## src/rtl/cfgx_pkg.sv

```systemverilog
package cfgx_pkg;
  localparam int IDX_W = 8;
  localparam int MAIN_OSC = 6;

  localparam logic [1:0] SEL_DATA = 2'd0;
  localparam logic [1:0] SEL_CMD  = 2'd1;
  localparam logic [1:0] SEL_STAT = 2'd2;

  localparam logic [5:0] FN_OSC   = 6'd1;
  localparam logic [5:0] FN_VOLT  = 6'd2;
  localparam logic [5:0] FN_VIDEO = 6'd7;
  localparam logic [5:0] FN_OFF   = 6'd8;
  localparam logic [5:0] FN_BOOT  = 6'd9;
  localparam logic [5:0] FN_DISP  = 6'd11;

  localparam logic [1:0] SITE_MAIN = 2'd0;
  localparam logic [1:0] SITE_DGTR = 2'd1;

  localparam logic [31:0] CMD_KEEP = 32'h7FF3_FFFF;
  localparam logic [31:0] MAIN_VOLT = 32'd3300000;

  typedef struct packed {
    logic             exec;
    logic             fail;
    logic             oscWr;
    logic             oscRd;
    logic             voltRd;
    logic [IDX_W-1:0] idx;
    logic             offReq;
    logic             bootReq;
  } strobe_t;
endpackage

```

## src/rtl/cfgx_ctrl.sv

```systemverilog
module cfgx_ctrl
  import cfgx_pkg::*;
#(
  parameter int NUM_DB_OSC  = 2,
  parameter int NUM_DB_VOLT = 2
) (
  input  logic        clk,
  input  logic        rstN,
  input  logic        cmdWr,
  input  logic [31:0] wrData,
  output strobe_t     stb,
  output logic        shutdownReq,
  output logic        rebootReq
);
  logic        startHit, dirWr, addrOk, onMain, onDgtr, ok;
  logic [3:0]  unitSel, posSel;
  logic [5:0]  fnCode;
  logic [1:0]  siteSel;
  logic [11:0] devNum;
  logic [31:0] devWide;

  assign startHit = cmdWr && wrData[31];
  assign dirWr    = wrData[30];
  assign unitSel  = wrData[29:26];
  assign fnCode   = wrData[25:20];
  assign siteSel  = wrData[17:16];
  assign posSel   = wrData[15:12];
  assign devNum   = wrData[11:0];
  assign devWide  = {20'd0, devNum};
  assign onMain   = siteSel == SITE_MAIN;
  assign onDgtr   = siteSel == SITE_DGTR;
  assign addrOk   = (unitSel == 4'd0) && (posSel == 4'd0) && (onMain || onDgtr);

  always_comb begin
    stb = '0;
    ok  = 1'b0;
    if (addrOk) begin
      unique case (fnCode)
        FN_OSC: begin
          if (onMain && devWide < 32'(MAIN_OSC)) begin
            ok = 1'b1;
            stb.idx = IDX_W'(devNum);
          end else if (onDgtr && devWide < 32'(NUM_DB_OSC)) begin
            ok = 1'b1;
            stb.idx = IDX_W'(devNum) + IDX_W'(MAIN_OSC);
          end
          stb.oscWr = ok && dirWr;
          stb.oscRd = ok && !dirWr;
        end
        FN_VOLT: begin
          if (!dirWr && onMain && devNum == 12'd0) begin
            ok = 1'b1;
            stb.idx = '0;
          end else if (!dirWr && onDgtr && devWide < 32'(NUM_DB_VOLT)) begin
            ok = 1'b1;
            stb.idx = IDX_W'(devNum) + IDX_W'(1);
          end
          stb.voltRd = ok;
        end
        FN_VIDEO, FN_DISP, FN_OFF, FN_BOOT: begin
          ok = dirWr && onMain && devNum == 12'd0;
          stb.offReq  = ok && fnCode == FN_OFF;
          stb.bootReq = ok && fnCode == FN_BOOT;
        end
        default: ok = 1'b0;
      endcase
    end
    if (!startHit) begin
      stb = '0;
    end else begin
      stb.exec = 1'b1;
      stb.fail = !ok;
    end
  end

  always_ff @(posedge clk or negedge rstN) begin
    if (!rstN) begin
      shutdownReq <= 1'b0;
      rebootReq   <= 1'b0;
    end else begin
      shutdownReq <= stb.offReq;
      rebootReq   <= stb.bootReq;
    end
  end

  p_req_excl_r8: assert property (@(posedge clk) disable iff (!rstN)
    $onehot0({shutdownReq, rebootReq}));
  p_off_src_r8: assert property (@(posedge clk) disable iff (!rstN)
    shutdownReq |-> $past(cmdWr && wrData[31] && wrData[30] && wrData[25:20] == FN_OFF));
endmodule

```

## src/rtl/cfgx_dp.sv

```systemverilog
module cfgx_dp
  import cfgx_pkg::*;
#(
  parameter int NUM_DB_OSC  = 2,
  parameter int NUM_DB_VOLT = 2,
  parameter logic [NUM_DB_OSC*32-1:0]  DB_OSC_INIT = '0,
  parameter logic [NUM_DB_VOLT*32-1:0] DB_VOLT_VAL = '0
) (
  input  logic        clk,
  input  logic        rstN,
  input  logic [1:0]  regSel,
  input  logic        wrEn,
  input  logic [31:0] wrData,
  input  strobe_t     stb,
  output logic [31:0] rdData
);
  localparam int NUM_OSC = MAIN_OSC + NUM_DB_OSC;

  logic [31:0] dataReg, cmdReg;
  logic [1:0]  statReg;
  logic [NUM_OSC-1:0][31:0] oscTbl;
  logic [31:0] oscVal, voltVal;

  function automatic logic [31:0] oscReset(input int i);
    if (i == 0) return 32'd50000000;
    if (i == 1) return 32'd23750000;
    if (i < MAIN_OSC) return 32'd24000000;
    return DB_OSC_INIT[(i-MAIN_OSC)*32 +: 32];
  endfunction

  for (genvar g = 0; g < NUM_OSC; g++) begin : g_osc
    localparam logic [31:0] INIT = oscReset(g);
    always_ff @(posedge clk or negedge rstN) begin
      if (!rstN) oscTbl[g] <= INIT;
      else if (stb.oscWr && stb.idx == IDX_W'(g)) oscTbl[g] <= dataReg;
    end
  end

  always_comb begin
    oscVal = '0;
    for (int i = 0; i < NUM_OSC; i++)
      if (stb.idx == IDX_W'(i)) oscVal = oscTbl[i];
    voltVal = MAIN_VOLT;
    for (int v = 0; v < NUM_DB_VOLT; v++)
      if (stb.idx == IDX_W'(v + 1)) voltVal = DB_VOLT_VAL[v*32 +: 32];
  end

  always_ff @(posedge clk or negedge rstN) begin
    if (!rstN) begin
      dataReg <= '0;
      cmdReg  <= '0;
      statReg <= '0;
    end else begin
      if (wrEn && regSel == SEL_DATA) dataReg <= wrData;
      if (wrEn && regSel == SEL_CMD)  cmdReg  <= wrData & CMD_KEEP;
      if (wrEn && regSel == SEL_STAT) statReg <= wrData[1:0];
      if (stb.oscRd)  dataReg <= oscVal;
      if (stb.voltRd) dataReg <= voltVal;
      if (stb.exec)   statReg <= {stb.fail, 1'b1};
    end
  end

  always_comb begin
    unique case (regSel)
      SEL_DATA: rdData = dataReg;
      SEL_CMD:  rdData = cmdReg;
      SEL_STAT: rdData = {30'd0, statReg};
      default:  rdData = '0;
    endcase
  end

  p_exec_done_r3: assert property (@(posedge clk) disable iff (!rstN)
    (wrEn && regSel == SEL_CMD && wrData[31]) |=> statReg[0]);
  p_unit_fail_r4: assert property (@(posedge clk) disable iff (!rstN)
    (wrEn && regSel == SEL_CMD && wrData[31] && wrData[29:26] != 4'd0) |=> statReg == 2'b11);
  p_fail_keep_r9: assert property (@(posedge clk) disable iff (!rstN)
    (stb.exec && stb.fail) |=> $stable(dataReg));
  p_volt_ro_r6: assert property (@(posedge clk) disable iff (!rstN)
    (wrEn && regSel == SEL_CMD && wrData[31] && wrData[25:20] == FN_VOLT) |=> $stable(oscTbl));
endmodule

```

## src/rtl/cfgx_port.sv

```systemverilog
module cfgx_port
  import cfgx_pkg::*;
#(
  parameter int NUM_DB_OSC  = 2,
  parameter int NUM_DB_VOLT = 2,
  parameter logic [NUM_DB_OSC*32-1:0]  DB_OSC_INIT = {32'd45000000, 32'd60000000},
  parameter logic [NUM_DB_VOLT*32-1:0] DB_VOLT_VAL = {32'd1800000, 32'd1000000}
) (
  input  logic        clk,
  input  logic        rstN,
  input  logic [1:0]  regSel,
  input  logic        wrEn,
  input  logic [31:0] wrData,
  output logic [31:0] rdData,
  output logic        shutdownReq,
  output logic        rebootReq
);
  strobe_t stb;
  logic cmdWr;
  assign cmdWr = wrEn && regSel == SEL_CMD;

  cfgx_ctrl #(.NUM_DB_OSC(NUM_DB_OSC), .NUM_DB_VOLT(NUM_DB_VOLT)) u_ctrl (
    .clk(clk), .rstN(rstN), .cmdWr(cmdWr), .wrData(wrData), .stb(stb),
    .shutdownReq(shutdownReq), .rebootReq(rebootReq));

  cfgx_dp #(.NUM_DB_OSC(NUM_DB_OSC), .NUM_DB_VOLT(NUM_DB_VOLT),
            .DB_OSC_INIT(DB_OSC_INIT), .DB_VOLT_VAL(DB_VOLT_VAL)) u_dp (
    .clk(clk), .rstN(rstN), .regSel(regSel), .wrEn(wrEn), .wrData(wrData),
    .stb(stb), .rdData(rdData));
endmodule

```

## config.mk

```make
export PLATFORM = sky130hd
export DESIGN_NAME = cfgx_port
export DESIGN_NICKNAME = d
export VERILOG_FILES = /design/src/rtl/cfgx_pkg.sv /design/src/rtl/cfgx_ctrl.sv /design/src/rtl/cfgx_dp.sv /design/src/rtl/cfgx_port.sv
export SDC_FILE = /design/constraint.sdc
export NUM_CORES = 1
export LEC_CHECK = 0
export ABC_CLOCK_PERIOD_IN_PS = 7400
export BUFFER_PORTS_ARGS = -buffer_cell sky130_fd_sc_hd__buf_4
export CAP_MARGIN = 20
export CORE_UTILIZATION = 50
export DETAILED_ROUTE_END_ITERATION = 12
export GPL_TIMING_DRIVEN = 0
export PLACE_DENSITY_LB_ADDON = 0.12
export RECOVER_POWER = 50
export SETUP_SLACK_MARGIN = 0.05
export SYNTH_ARGS = -nofsm -noshare
export SYNTH_HDL_FRONTEND = slang
export SYNTH_SLANG_ARGS = --single-unit
```

## constraint.sdc

```tcl
create_clock -name clk -period 7.4 [get_ports clk]
set_clock_uncertainty 0.05 [all_clocks]
set_input_delay 1.48 -clock clk [delete_from_list [all_inputs] [get_ports clk]]
set_output_delay 1.48 -clock clk [all_outputs]
set_load 0.005 [all_outputs]
```

After elaboration in Yosys (flattened, before gate mapping)
Index checks and enable logic that the tools add are counted.
{"block": "totals", "in_bits": 37, "register_bits": 321, "out_inout_bits": 34, "wordCells": 106}
{"block": "op_classes", "eq_ne": 16, "reduce_logical": 38, "n_mux": 35, "add_sub_neg": 2, "magnitude_cmp": 2}
{"op": "two-way mux 32 bit", "n": 11}
{"op": "case mux 32 bit (3 select lines)", "n": 1}
{"op": "two-way mux 22 bit", "n": 2}
{"op": "== test 8 x 3 -> 1 bit, second input constant", "n": 4}
{"op": "two-way mux 8 bit", "n": 4}
{"op": "logical AND 1 bit", "n": 26}
{"op": "two-way mux 13 bit", "n": 2}
{"op": "== test 6 x 4 -> 1 bit, second input constant", "n": 3}
{"op": "== test 8 x 2 -> 1 bit, second input constant", "n": 2}
{"op": "case mux 8 bit (2 select lines)", "n": 1}
{"op": "logical NOT 12 bit", "n": 1}
{"op": "< comparator 12 x 2 -> 1 bit, second input constant", "n": 1}
{"op": "< comparator 12 x 3 -> 1 bit, second input constant", "n": 1}
{"op": "two-way mux 2 bit", "n": 5}
{"op": "adder 8 x 1 -> 8 bit, second input constant", "n": 1}
{"op": "adder 8 x 3 -> 8 bit, second input constant", "n": 1}
{"op": "== test 8 x 1 -> 1 bit, second input constant", "n": 1}
{"op": "logical NOT 4 bit", "n": 2}
{"op": "logical NOT 8 bit", "n": 1}
{"op": "two-way mux 1 bit", "n": 8}
{"op": "== test 6 x 1 -> 1 bit, second input constant", "n": 1}
{"op": "== test 6 x 2 -> 1 bit, second input constant", "n": 1}
{"op": "== test 6 x 3 -> 1 bit, second input constant", "n": 1}
{"op": "== test 2 x 1 -> 1 bit, second input constant", "n": 2}
{"op": "8 further kinds", "n": 10}

Longest topological paths before layout
{"block": "logic_depth", "ltp_word": 21, "mapped_depth": 13, "depth_no_buf": 10}

Modules after synthesis
A second synthesis with hierarchy kept.
{"block": "unflattened", "cells_unflattened": 1215, "area_unflattened_um2": 15790.1}
{"mod": "cfgx_dp", "area_per_inst_um2": 15183.3, "seq_area_each_um2": 8089.0, "cells_per_inst": 1126, "instances": 1}
{"mod": "cfgx_ctrl", "area_per_inst_um2": 598.1, "seq_area_each_um2": 50.0, "cells_per_inst": 88, "instances": 1}
{"mod": "cfgx_port", "area_per_inst_um2": 8.8, "seq_area_each_um2": 0.0, "cells_per_inst": 1, "instances": 1}

Worst setup path after synthesis
No wires, ideal clock.
{"block": "synth_timing", "path_type": "input port to output port", "start": "input port regSel[0]", "end": "output port rdData[11]", "path_stages": 5, "t_required_ps": 5870, "arrival_time_ps": 2880, "setup_slack_ps": 2990, "path_buffers": 3, "cell_sequence": "clkbuf_1 > clkbuf_1 > buf_1 > mux2i_1 > nor2_1"}
{"block": "synth_via", "elab_chain_cells": 2, "elab_cells_between_ends": 4, "classes_between": "eq/ne (2); mux (1); reduce/logical (1)"}
{"item": "from (decl)", "line_no": "cfgx_port.sv:11", "source": "input logic [1:0] regSel,"}
{"item": "== test 2 bit, or another cell as far along", "line_no": "cfgx_dp.sv:64", "source": "unique case (regSel)"}
{"item": "case mux 32 bit (3 select lines) (*)", "line_no": "cfgx_dp.sv:64"}
{"item": "to (decl)", "line_no": "cfgx_port.sv:14", "source": "output logic [31:0] rdData,"}
Every way passes the cells marked *; elsewhere a longest branch is shown, timed or not.

Worst setup path in the final report
{"block": "layout_timing", "start": "input port wrData[26]", "end": "register u_dp.dataReg[9]"}
{"block": "layout_via", "elab_chain_cells": 16, "elab_cells_between_ends": 25, "classes_between": "eq/ne (7); mux (13); reduce/logical (5)"}
{"item": "from (decl)", "line_no": "cfgx_port.sv:13", "source": "input logic [31:0] wrData,"}
{"item": "logical NOT 4 bit (*)", "line_no": "cfgx_ctrl.sv:32", "source": "assign addrOk = (unitSel == 4'd0) && (posSel == 4'd0) && (onMain || onDgtr);"}
{"item": "logical AND 1 bit (*) (2 in a row)", "line_no": "cfgx_ctrl.sv:32"}
{"item": "two-way mux 13 bit (*)", "line_no": "cfgx_ctrl.sv:37", "source": "if (addrOk) begin"}
{"item": "two-way mux 13 bit (*)", "line_no": "cfgx_ctrl.sv:68", "source": "if (!startHit) begin"}
{"item": "logical NOT 8 bit", "line_no": "cfgx_dp.sv:42", "source": "if (stb.idx == IDX_W'(i)) oscVal = oscTbl[i];"}
{"item": "two-way mux 32 bit (8 in a row)", "line_no": "cfgx_dp.sv:42"}
{"item": "two-way mux 32 bit", "line_no": "cfgx_dp.sv:57", "source": "if (stb.oscRd) dataReg <= oscVal;"}
{"item": "two-way mux 32 bit", "line_no": "cfgx_dp.sv:58", "source": "if (stb.voltRd) dataReg <= voltVal;"}
{"item": "to (signal assigned)", "line_no": "cfgx_dp.sv:54", "source": "if (wrEn && regSel == SEL_DATA) dataReg <= wrData;"}
{"item": "to (signal assigned)", "line_no": "cfgx_dp.sv:57"}
{"item": "to (signal assigned)", "line_no": "cfgx_dp.sv:58"}
{"item": "to (decl)", "line_no": "cfgx_dp.sv:19", "source": "logic [31:0] dataReg, cmdReg;"}
Marks and branches as above.
A chain may end at the register's enable or synchronous reset.

==> results.txt <==
* Top area cells in the synthesized netlist: dfrtp_1 37%, mux2_2 17%, dfstp_2 14%
- Leading cell type in the layout, fill and taps excluded: mux2_2
- The netlist uses 83 different library cells.
- In this run, post-CTS repair resized a total of 0 instances.
- Outcome: finished with violations
- Clock latency of the later-clocked register in the worst-skew pair: 0.54 ns
- Worst-path clk slew: 0.06 ns
- Horizontal die dimension: 181 um
- In this run the most critical hold path is launched from u_dp.cmdReg[1]$_DFFE_PN0P_.
* Clock tree from TritonCTS: done
- The Yosys step of the flow raised 0 warnings.
- The number of antenna violations at the first check in global routing is 0.
- Post-synthesis sequential area ratio: 50.6%
* Number of I/O pins: 71
* Number of buffers inserted by hold repair at cts: 0
- Number of enable-type register cells in the synthesized netlist: 0
* Leakage power summed over all cells: 8.22 nW
* Count of nets left with antenna violations after detail routing: 0
- Library cell with the largest summed area after synthesis: dfrtp_1
- Of all flip-flops after synthesis, the portion carrying an async set or reset was 100%.
- In this run, CTS created clock tree buffers numbering 36.
- The routed layout has 12000 vias.
- Post-Route WL: 52000 um
- Tightest Hold Check Type: flop to flop
- Top achievable clock speed: 0.184 GHz
* Cells after Synth: 1370
- Worst EP required: 7.81 ns
- Post-Syn Nets: 1411
- The total overflow left after global routing is 0.
* Routability Congestion: 0.939
* Maximum number of pins on one net before global-route repair: 122
- Worst-case clock buffer depth: 3
- Post-CTS repair timing setup buffer count: 0
* Crit Path Class: input pin to flop
- The final max-slew violation count was 109.
- Count of buffers inserted at the top-level ports: 66
- Fill cell instance count of the final layout: 2653
- Type of origin of the critical path: input pin
* Global router's overall resource usage: 32.0%
- Antenna cell count: 0
- Layout overhead on the synthesized area: 13.7%
* Share of post-route cells with drive strength above 1: 36.7%
* Detailed-route wire length per cell: 27.3 um
- The number of global-route vias before repair came to 11800.
- Detailed-placement wirelength estimate: 36300 um
* Fraction of post-synthesis cell area in the top cell type by area: 36.7%
- H-tree depth: 2
- The tool flagged a number of max-cap violations equal to 1.
- After synthesis the netlist holds a flip-flop and latch count of 321.
- Beginning of the worst register-to-register path: u_dp.oscTbl[19]$_DFFE_PN1P_
* Die height: 181 um
- Final number of hold-violating endpoints: 0
- Final sum of negative setup slack: 0 ns
- Total number of placement rows: 65
* Drc violations: 0
- Top fanout value on the critical path: 10
* Core box area: 0.0316 mm2
- The worst setup path is captured at a flop.
- Router iterations before antenna repair: 8
* Commonest cells after routing, fill and taps aside: 243 x mux2_2, 236 x dfrtp_1, 96 x nand2_1
- The worst-case IR drop observed on VDD is 0.158 mV.
* Via density per instance: 6.28
- Fin util: 57.8%
* Initial core utilization: 50.8%
* Area of the mapped netlist: 0.0161 mm2
- For this design, the sink count on the clock tree is 321.
- The final layout contains 1519 nets.
* Least-Margin Pin Slew: 2.74 ns
- Launching instance or port of the critical path: wrData[26]
- Setup repair after global routing left no endpoint under its margin.
- Clk Tree Root Cell: clkbuf_16
- The most used flip-flop cell after synthesis is dfrtp_1.
- Clock period minus worst slack: 5.43 ns
* Arrival time at the worst endpoint: 5.84 ns
* # setup viols final: 0
- The first global-routing pass estimated 77300 um of wire.
- Tcrit/Tclk final: 73.4%
- Die Footprint: 0.0329 mm2
- Headroom to the max-slew limit came out at -82.8%.
* Violated checks: max-capacitance violations, max-slew violations
- In this run the mean area of a mapped cell was 11.7 um2.
- Dividing total power by cell area gives a power density of 215 mW/mm2.
* DRC violation total after the first TritonRoute iteration: 1181
==> cell type report <==
class	count	area, um2	area share (%)
timing repair buffer	70	551	3.01
buffer	114	519	2.84
multi-input combinational	929	7410	40.5
inverter	6	22.5	0.123
clock inverter	6	66.3	0.363
clock buffer	60	1080	5.92
tap	402	503	2.75
sequential	321	8140	44.5
==> state kept, by name (all words and copies together), names as in the netlist <==
signal / cells
u_ctrl.rebootReq: 1
u_ctrl.shutdownReq: 1
u_dp.oscTbl: 256
u_dp.statReg: 2
u_dp.cmdReg: 29
u_dp.dataReg: 32
==> routing by layer <==
layer  share of wire, %  GRT usage, %  vias to the layer above
li1                   -             -                     5237
met1                 43          45.3                     6153
met2                 46          49.0                      493
met3                8.0          6.79                       98
met4                3.3          10.8                        0
met5                  0             0                        -
==> path summary, 6_finish.rpt <==
check / cells after the start / slack (ns) / endpoint
max: 8 / 1.97 / u_dp.dataReg[9]$_DFFE_PN0P_
min: 2 / 0.43 / u_dp.cmdReg[1]$_DFFE_PN0P_
max reg2reg: 5 / 5.63 / u_dp.dataReg[19]$_DFFE_PN0P_
min reg2reg: 2 / 0.43 / u_dp.cmdReg[1]$_DFFE_PN0P_
max in group asynchronous: 2 / 3.31 / u_dp.oscTbl[16]$_DFFE_PN0P_
min in group asynchronous: 1 / 0.88 / u_dp.cmdReg[1]$_DFFE_PN0P_
==> worst max-delay path, cell delays in order <==
cell     delay (ns)
buf_4          0.15
nor4_1         0.85
nand4_1        0.40
nor2_1         0.77
nand2_1        0.60
nor2_1         1.00
a32oi_1        0.35
a31oi_1        0.23
==> cells by family after synthesis <==
kind of cell    after synthesis  synth area share (%)
compound gates              263                  11.1
xor+xnor                      4                 0.218
fa+ha+maj                     5                 0.373
buf+inv                     120                  3.37
flops                       321                  50.6
mux                         346                  24.5
simple gates                311                  9.84
==> report_power, final <==
part	leakage, nW	switching (W)	internal [W]
sequential	4.05	0.0000225	0.00181
combinational	3.60	0.000240	0.000122
clock	0.559	0.000729	0.00100
==> cells in the mapped netlist, types with 4 or more instances <==
cell,instances
or3_1,11
a22oi_1,8
or4_1,5
dfrtp_1,236
a211oi_1,26
a22o_1,8
a32oi_1,7
nor3_2,4
mux2_2,243
nand3_1,21
nor2b_1,6
buf_6,4
a221oi_1,6
nand2b_1,4
nor3_1,19
mux2_4,30
nand2_1,96
o21ai_0,55
dfstp_2,85
ha_1,4
nor2_1,74
nor4_1,7
a21o_1,8
inv_1,5
mux2_1,12
o211ai_1,5
nor4_2,4
buf_2,34
buf_1,4
buf_4,5
o31ai_1,5
o221ai_1,8
a211o_1,4
clkbuf_1,67
mux2i_1,61
a21oi_1,66
a32o_1,5
and2_1,16
a31oi_1,14
and3_1,9
nand4_1,10
==> per-stage QoR <==
step	worst slack, ns	total power (W)	hold slack, ns	instance area, um2	instances
final	1.97	0.00393	0.429	18300	1908
after global routing	1.85	0.00406	0.454	18300	1908
after CTS	1.91	0.00395	0.436	18300	1908
after detailed placement	1.60	0.00223	0.424	17200	1842
after global placement	1.59	0.00222	0.412	17100	1838
after floorplan	2.99	0.00204	0.400	16100	1370
(Power assumes the default switching activity.)
